==> config.mk <==
export PLATFORM = sky130hd
export DESIGN_NAME = lldma_chain_fetch
export DESIGN_NICKNAME = d
export VERILOG_FILES = /design/src/rtl/lldma_pkg.sv /design/src/rtl/lldma_regbank.sv /design/src/rtl/lldma_desc_reader.sv /design/src/rtl/lldma_beat_walker.sv /design/src/rtl/lldma_chain_fetch.sv
export SDC_FILE = /design/constraint.sdc
export NUM_CORES = 1
export LEC_CHECK = 0
export ABC_AREA = 1
export CORE_MARGIN = 3
export CORE_UTILIZATION = 46
export DETAILED_ROUTE_END_ITERATION = 16
export DONT_BUFFER_PORTS = 1
export MAX_ROUTING_LAYER = met4
export PLACE_DENSITY = 0.72
export SLEW_MARGIN = 10
export SYNTH_ARGS = -nofsm -noshare
export SYNTH_HDL_FRONTEND = slang
export SYNTH_SLANG_ARGS = --single-unit
export TNS_END_PERCENT = 20
==> constraint.sdc <==
create_clock -name clk -period 8.1 [get_ports clk]
set_input_delay 2.025 -clock clk [delete_from_list [all_inputs] [get_ports clk]]
set_output_delay 2.025 -clock clk [all_outputs]
set_load 0.02 [all_outputs]
==> src/rtl/lldma_pkg.sv <==
package lldma_pkg;
  localparam int WORD_W = 32;

  localparam logic [2:0] SEL_CTRL  = 3'd0;
  localparam logic [2:0] SEL_LBASE = 3'd1;
  localparam logic [2:0] SEL_LINK  = 3'd2;
  localparam logic [2:0] SEL_BASE  = 3'd3;
  localparam logic [2:0] SEL_SIZE  = 3'd4;

  localparam int CTRL_EN   = 0;
  localparam int CTRL_LIST = 1;

  localparam int LNK_CONT      = 31;
  localparam int LNK_TAKE_SIZE = 30;
  localparam int LNK_TAKE_BASE = 29;

  typedef enum logic [2:0] {
    ST_IDLE, ST_CHECK, ST_STREAM, ST_FETCH, ST_DONE, ST_ERR
  } seq_state_t;
endpackage

==> src/rtl/lldma_regbank.sv <==
module lldma_regbank
  import lldma_pkg::*;
#(
  parameter int ADDR_W = 32,
  parameter int SIZE_W = 32
) (
  input  logic              clk,
  input  logic              rst_n,
  input  logic              we,
  input  logic [2:0]        sel,
  input  logic [WORD_W-1:0] wdata,
  input  logic              busy,
  output logic [ADDR_W-1:0] lbase_o,
  output logic [WORD_W-1:0] link_o,
  output logic [ADDR_W-1:0] base_o,
  output logic [SIZE_W-1:0] size_o,
  output logic              list_en_o,
  output logic              start_o,
  output logic              stop_o
);
  logic wr_ok;
  assign wr_ok   = we && !busy;
  assign start_o = wr_ok && (sel == SEL_CTRL) && wdata[CTRL_EN];
  assign stop_o  = we && (sel == SEL_CTRL) && !wdata[CTRL_EN];

  always_ff @(posedge clk or negedge rst_n) begin
    if (!rst_n) begin
      lbase_o   <= '0;
      link_o    <= '0;
      base_o    <= '0;
      size_o    <= '0;
      list_en_o <= 1'b0;
    end else if (wr_ok) begin
      case (sel)
        SEL_CTRL:  list_en_o <= wdata[CTRL_LIST];
        SEL_LBASE: lbase_o   <= wdata[ADDR_W-1:0];
        SEL_LINK:  link_o    <= wdata;
        SEL_BASE:  base_o    <= wdata[ADDR_W-1:0];
        SEL_SIZE:  size_o    <= wdata[SIZE_W-1:0];
        default: ;
      endcase
    end
  end
endmodule

==> src/rtl/lldma_desc_reader.sv <==
module lldma_desc_reader #(
  parameter int ADDR_W = 32
) (
  input  logic              clk,
  input  logic              rst_n,
  input  logic              go,
  input  logic [ADDR_W-1:0] start_addr,
  input  logic              rvalid,
  output logic              mem_req,
  output logic [ADDR_W-1:0] mem_addr,
  output logic [1:0]        idx_o,
  output logic              take_o
);
  logic [1:0] idx_q, idx_d;
  logic       idx_en;

  always_comb begin
    idx_en = 1'b0;
    idx_d  = idx_q;
    if (!go) begin
      idx_en = 1'b1;
      idx_d  = '0;
    end else if (rvalid) begin
      idx_en = 1'b1;
      idx_d  = idx_q + 2'd1;
    end
  end

  always_ff @(posedge clk or negedge rst_n) begin
    if (!rst_n)      idx_q <= '0;
    else if (idx_en) idx_q <= idx_d;
  end

  assign mem_req  = go;
  assign mem_addr = start_addr + {{(ADDR_W-4){1'b0}}, idx_q, 2'b00};
  assign idx_o    = idx_q;
  assign take_o   = go && rvalid;
endmodule

==> src/rtl/lldma_beat_walker.sv <==
module lldma_beat_walker #(
  parameter int ADDR_W = 32,
  parameter int SIZE_W = 32
) (
  input  logic              clk,
  input  logic              rst_n,
  input  logic              load,
  input  logic [ADDR_W-1:0] base,
  input  logic [SIZE_W-1:0] size,
  input  logic              active,
  input  logic              ready,
  output logic              valid,
  output logic [ADDR_W-1:0] addr,
  output logic              empty
);
  localparam logic [SIZE_W-1:0] WBYTES = SIZE_W'(4);
  localparam logic [ADDR_W-1:0] WSTEP  = ADDR_W'(4);

  logic [ADDR_W-1:0] addr_q, addr_d;
  logic [SIZE_W-1:0] rem_q, rem_d;
  logic              en;
  logic              fire;

  assign empty = (rem_q == '0);
  assign valid = active && !empty;
  assign fire  = valid && ready;
  assign addr  = addr_q;

  always_comb begin
    en     = load || fire;
    addr_d = addr_q;
    rem_d  = rem_q;
    if (load) begin
      addr_d = base;
      rem_d  = size;
    end else if (fire) begin
      addr_d = addr_q + WSTEP;
      rem_d  = (rem_q <= WBYTES) ? '0 : rem_q - WBYTES;
    end
  end

  always_ff @(posedge clk or negedge rst_n) begin
    if (!rst_n) begin
      addr_q <= '0;
      rem_q  <= '0;
    end else if (en) begin
      addr_q <= addr_d;
      rem_q  <= rem_d;
    end
  end
endmodule

==> src/rtl/lldma_chain_fetch.sv <==
module lldma_chain_fetch
  import lldma_pkg::*;
#(
  parameter int ADDR_W  = 32,
  parameter int SIZE_W  = 32,
  parameter int OFF_W   = 16,
  parameter int BLK_LOG2 = 4
) (
  input  logic              clk,
  input  logic              rst_n,
  input  logic              reg_we,
  input  logic [2:0]        reg_sel,
  input  logic [31:0]       reg_wdata,
  output logic              mem_req,
  output logic [ADDR_W-1:0] mem_addr,
  input  logic              mem_rvalid,
  input  logic [31:0]       mem_rdata,
  output logic              beat_valid,
  input  logic              beat_ready,
  output logic [ADDR_W-1:0] beat_addr,
  output logic              done,
  output logic              err
);
  logic [1:0] rsync;
  logic       rst_ns;
  always_ff @(posedge clk or negedge rst_n) begin
    if (!rst_n) rsync <= '0;
    else        rsync <= {rsync[0], 1'b1};
  end
  assign rst_ns = rsync[1];

  seq_state_t        st_q, st_d;
  logic              busy, start, stop, list_en;
  logic [ADDR_W-1:0] r_lbase, r_base;
  logic [WORD_W-1:0] r_link;
  logic [SIZE_W-1:0] r_size;

  logic [WORD_W-1:0] cur_link, new_link;
  logic [ADDR_W-1:0] cur_base, walk_addr, fetch_base;
  logic [SIZE_W-1:0] cur_size;
  logic [1:0]        widx;
  logic              take, walk_load, walk_empty;
  logic              is_last, size_odd, bad;

  assign busy = (st_q == ST_CHECK) || (st_q == ST_STREAM) || (st_q == ST_FETCH);

  lldma_regbank #(.ADDR_W(ADDR_W), .SIZE_W(SIZE_W)) u_regs (
    .clk(clk), .rst_n(rst_ns), .we(reg_we), .sel(reg_sel), .wdata(reg_wdata),
    .busy(busy), .lbase_o(r_lbase), .link_o(r_link), .base_o(r_base),
    .size_o(r_size), .list_en_o(list_en), .start_o(start), .stop_o(stop)
  );

  assign fetch_base = r_lbase + {{(ADDR_W-OFF_W){1'b0}}, cur_link[OFF_W-1:0]};

  lldma_desc_reader #(.ADDR_W(ADDR_W)) u_rd (
    .clk(clk), .rst_n(rst_ns), .go(st_q == ST_FETCH), .start_addr(fetch_base),
    .rvalid(mem_rvalid), .mem_req(mem_req), .mem_addr(mem_addr),
    .idx_o(widx), .take_o(take)
  );

  lldma_beat_walker #(.ADDR_W(ADDR_W), .SIZE_W(SIZE_W)) u_walk (
    .clk(clk), .rst_n(rst_ns), .load(walk_load), .base(cur_base),
    .size(cur_size), .active(st_q == ST_STREAM), .ready(beat_ready),
    .valid(beat_valid), .addr(walk_addr), .empty(walk_empty)
  );
  assign beat_addr = walk_addr;

  generate
    if (BLK_LOG2 > 0) begin : g_blk_chk
      assign size_odd = |cur_size[BLK_LOG2-1:0];
    end else begin : g_no_blk_chk
      assign size_odd = 1'b0;
    end
  endgenerate

  assign is_last = !list_en || !cur_link[LNK_CONT];
  assign bad     = (cur_base[1:0] != 2'b00) || (!is_last && size_odd);

  logic unused_rsvd;
  assign unused_rsvd = ^cur_link[LNK_TAKE_BASE-1:OFF_W];

  always_comb begin
    st_d      = st_q;
    walk_load = 1'b0;
    case (st_q)
      ST_IDLE, ST_DONE, ST_ERR: if (start) st_d = ST_CHECK;
      ST_CHECK: begin
        if (bad) st_d = ST_ERR;
        else begin
          st_d      = ST_STREAM;
          walk_load = 1'b1;
        end
      end
      ST_STREAM: if (walk_empty) st_d = is_last ? ST_DONE : ST_FETCH;
      ST_FETCH:  if (take && widx == 2'd2) st_d = ST_CHECK;
      default:   st_d = ST_IDLE;
    endcase
    if (stop) begin
      st_d      = ST_IDLE;
      walk_load = 1'b0;
    end
  end

  always_ff @(posedge clk or negedge rst_ns) begin
    if (!rst_ns) st_q <= ST_IDLE;
    else         st_q <= st_d;
  end

  logic preload;
  assign preload = start && !busy;

  always_ff @(posedge clk or negedge rst_ns) begin
    if (!rst_ns) begin
      cur_link <= '0;
      cur_base <= '0;
      cur_size <= '0;
      new_link <= '0;
    end else if (preload) begin
      cur_link <= r_link;
      cur_base <= r_base;
      cur_size <= r_size;
    end else if (take) begin
      case (widx)
        2'd0: new_link <= mem_rdata;
        2'd1: cur_base <= cur_link[LNK_TAKE_BASE] ? mem_rdata[ADDR_W-1:0] : walk_addr;
        default: begin
          if (cur_link[LNK_TAKE_SIZE]) cur_size <= mem_rdata[SIZE_W-1:0];
          cur_link <= new_link;
        end
      endcase
    end
  end

  assign done = (st_q == ST_DONE);
  assign err  = (st_q == ST_ERR);
endmodule

==> impl_results.md <==
- Iteration-0 DRC count of the detailed router: 1,325
- Most frequent cell on the critical path: nand2_1
- Hold WS: 352.7 ps
- Largest net degree at the start of global routing: 66
- Leakage: 8.438 nW
- R2R Path Start: st_q[1]
- Die Span Y: 191.2 µm
- Yosys reg bits: 289
- Worst Skew: 8.479 ps
- RSZ-0062 raised after global routing: no
- Slew HR: 0.2524
- Setup Buffers After CTS: 0
- CTS H-tree lvls: 1
- Final worst path period need: 5589 ps
- Reg2Reg Setup Slack: 4860 ps
- FFs w/ async S/R, synth: 1.000
- Initial antenna violation count: 0
- Dpl hpwl: 33,530 µm
- GPL Wtd Cong: 0.9192
- Root Buffer: clkbuf_16
- Area growth syn-to-layout: 8.075%
- Fin crit share: 0.6900
- DIE AREA: 36,550 µm²
- Router iterations before antenna repair: 5
- Reg-to-reg endpoint: cur_size[6]
- Via count: 13,980
- Worst path cell trace: inv_1 -> fa_1 -> fa_1 -> o21ai_0 -> nand2_1 -> nand2_1 -> nand2_1 -> nand2_1 -> nand2_1 -> xor2_1
- Total track usage: 0.2638
- IO Count: 140
- Slowest CP cell: fa_1
- Outcome: finished, final reports clean
- Row Count: 67
- Wire per inst: 18.59 µm
- Hold WC Path Type: register to register
- Clock-pin slew on the worst setup and hold paths: 60 ps
- Vias in the first global route: 13,430
- Syn Inst Count: 2,096
- Capture point of the critical path: mem_addr[21]
- Die width: 191.2 µm
- GRT Residual Overflow: 0
- Clock latency on the worst-skew pair: 570 ps
- Via/cell ratio: 5.538
- Worst-path maximum fanout: 6
- DR DRC count: 0
- First-pass GRT wire length: 74,420 µm
- Commonest cells post-synth: nand2_1 (681), dfrtp_1 (289), o21ai_0 (267), inv_1 (200), nor2_1 (153)
- EDFF count, synth: 0
- Yosys cell types: 44
- CTS buffer count: 31
- Final Hold Fails: 0
- Top cell type by total area after synthesis: dfrtp_1
- Crit start category: register
- Core ar.: 33,700 µm²
- Sequential fraction of the synthesis area: 0.4584
- Worst IR Drop VDD: 0.2414 mV
- Setup Viol. Count Final: 0
- Crit-path max cell delay: 500 ps
- Slew Limit Fails: 0
- # hold bufs at CTS: 0
- Number of synthesis warnings: 0
- Post-synthesis cell area: 15,780 µm²
- Fin nets: 2,164
- Routed WL: 46,940 µm
- Ys flop type: dfrtp_1
- IO buf count: 0
- Crit Path Class: register to output pin
- Initial core utilization: 0.4681
- Worst EP required: 6080 ps
- Largest cells by area after synthesis: dfrtp_1 (46%), nand2_1 (16%), o21ai_0 (8.5%)
- Max Clk Rate: 178.9 MHz
- Buffer depth of the longest clock path: 3
- Clk sinks: 289
- Crit. End Element: output pin
- Most frequent cell after synthesis: nand2_1
- Post-cts resize count: 0
- Pwr dens: 378.6 nW/µm²
- N_diodes: 0
- Arrival time worst endpoint: 3560 ps
- Synth top area share: 0.4584
- Mapped Nets: 2,207
- Max capacitance violation total: 0
- Antenna Nets Post-Route: 0
- Worst Reg-to-Reg Cells: 8
- Post-Syn Area per Cell: 7.526 µm²
- Worst-Margin Slew: 1121 ps
- CTS tree: built
- Setup TNS: 0 ps
- Share of layout cells above drive strength 1: 0.04766
- Worst setup startpoint: u_rd.idx_o[0]
-- layout make-up --
cell class	count	area, µm²
fillers	3267	16650
multi-input cells	1516	7343
flip-flops and latches	289	7237
clock buffers	42	867.1
inverters	205	772.0
well taps	448	560.5
clock inverters	15	193.9
repair buffers	10	75.07
-- power by group --
part / internal [mW] / total [mW] / switching, mW
clock: 0.878 / 1.48 / 0.605
combinational: 0.744 / 2.23 / 1.48
sequential: 2.07 / 2.75 / 0.679
total: 3.69 / 6.45 / 2.76
-- layer usage --
layer  vias up  routed length, µm  track usage  part of all wire
met3        86               3814      0.04841             0.081
met1      6631              20370       0.3631              0.43
met5         -                  0            -                 0
li1       6700                  -            -                 -
met2       567              21490       0.4040              0.46
met4         0               1262      0.07169             0.027
-- worst max-delay path: cells and delay by family, from the launching register on --
family	cells	cell delay, ps
and+or+nand+nor	5	630
xor gates and xnor gates	1	400
DFF	1	380
buffers and inverters	1	150
adders and majority gates	2	970
AOI/OAI and AO/OA	1	450
-- metrics by stage --
stage	cells	instance area, µm²	total power, mW	utilization	setup WS (ps)
after global routing	2525	17050	6.925	0.5059	2339
after global placement	2468	15990	4.891	0.4744	3134
final	2525	17050	6.454	0.5059	2511
after CTS	2525	17050	6.458	0.5059	2464
after floorplan	2096	15780	4.360	-	3367
after detailed placement	2468	15990	4.967	0.4744	3080
-- worst min-delay path by stage --
stage	start	endpoint	slack, ps	depth (start not counted)
2_1_floorplan	rsync[0]	rsync[1]	330	0
4_1_cts	rsync[0]	rsync[1]	360	0
6_report	rsync[0]	rsync[1]	350	0
3_3_place_gp	rsync[0]	rsync[1]	340	0
5_1_grt	rsync[0]	rsync[1]	370	0
3_5_place_dp	rsync[0]	rsync[1]	340	0
-- registers in the layout, indices dropped and copies added, names as in the netlist --
register / flops
u_regs.size_o: 32
u_regs.list_en_o: 1
u_regs.base_o: 32
cur_base: 32
u_regs.lbase_o: 32
u_walk.addr: 32
u_rd.idx_o: 2
u_walk.rem_q: 32
new_link: 19
st_q: 3
rsync: 2
u_regs.link_o: 19
cur_link: 19
cur_size: 32
-- logic make-up (layout without fill, tap and decap cells) --
group                    Yosys count  count (layout)  synth area share
other                              1               1         0.0002377
AO/OA/AOI/OAI                    379             379            0.1290
adder cells (fa/ha/maj)           39              39           0.03236
AND/OR/NAND/NOR                 1046            1046            0.2754
XOR/XNOR                          51              51           0.02832
buffers and inverters            291             272           0.07622
flip-flops                       289             289            0.4584
-- cell usage in the layout, fill, tap and decap left out, types with 3 or more instances in the layout --
cell type and n:
nand2_1 680, dfrtp_1 287, o21ai_0 267, inv_1 200
nor2_1 153, nand3_1 151, o21ai_1 49, xor2_1 42
ha_1 36, clkbuf_16 31, a21oi_1 22, o221ai_1 19
o211ai_1 14, nor3_1 13, nand4_1 13, buf_4 10
xnor2_1 9, nor2_2 7, nand2_2 6, clkinv_2 6
clkbuf_1 6, nand3b_1 5, clkbuf_8 5, inv_2 4
bufinv_16 4, or2_2 3, nand3_2 3, nand4_2 3
fa_1 3
Power figures use the tool's default switching activity.
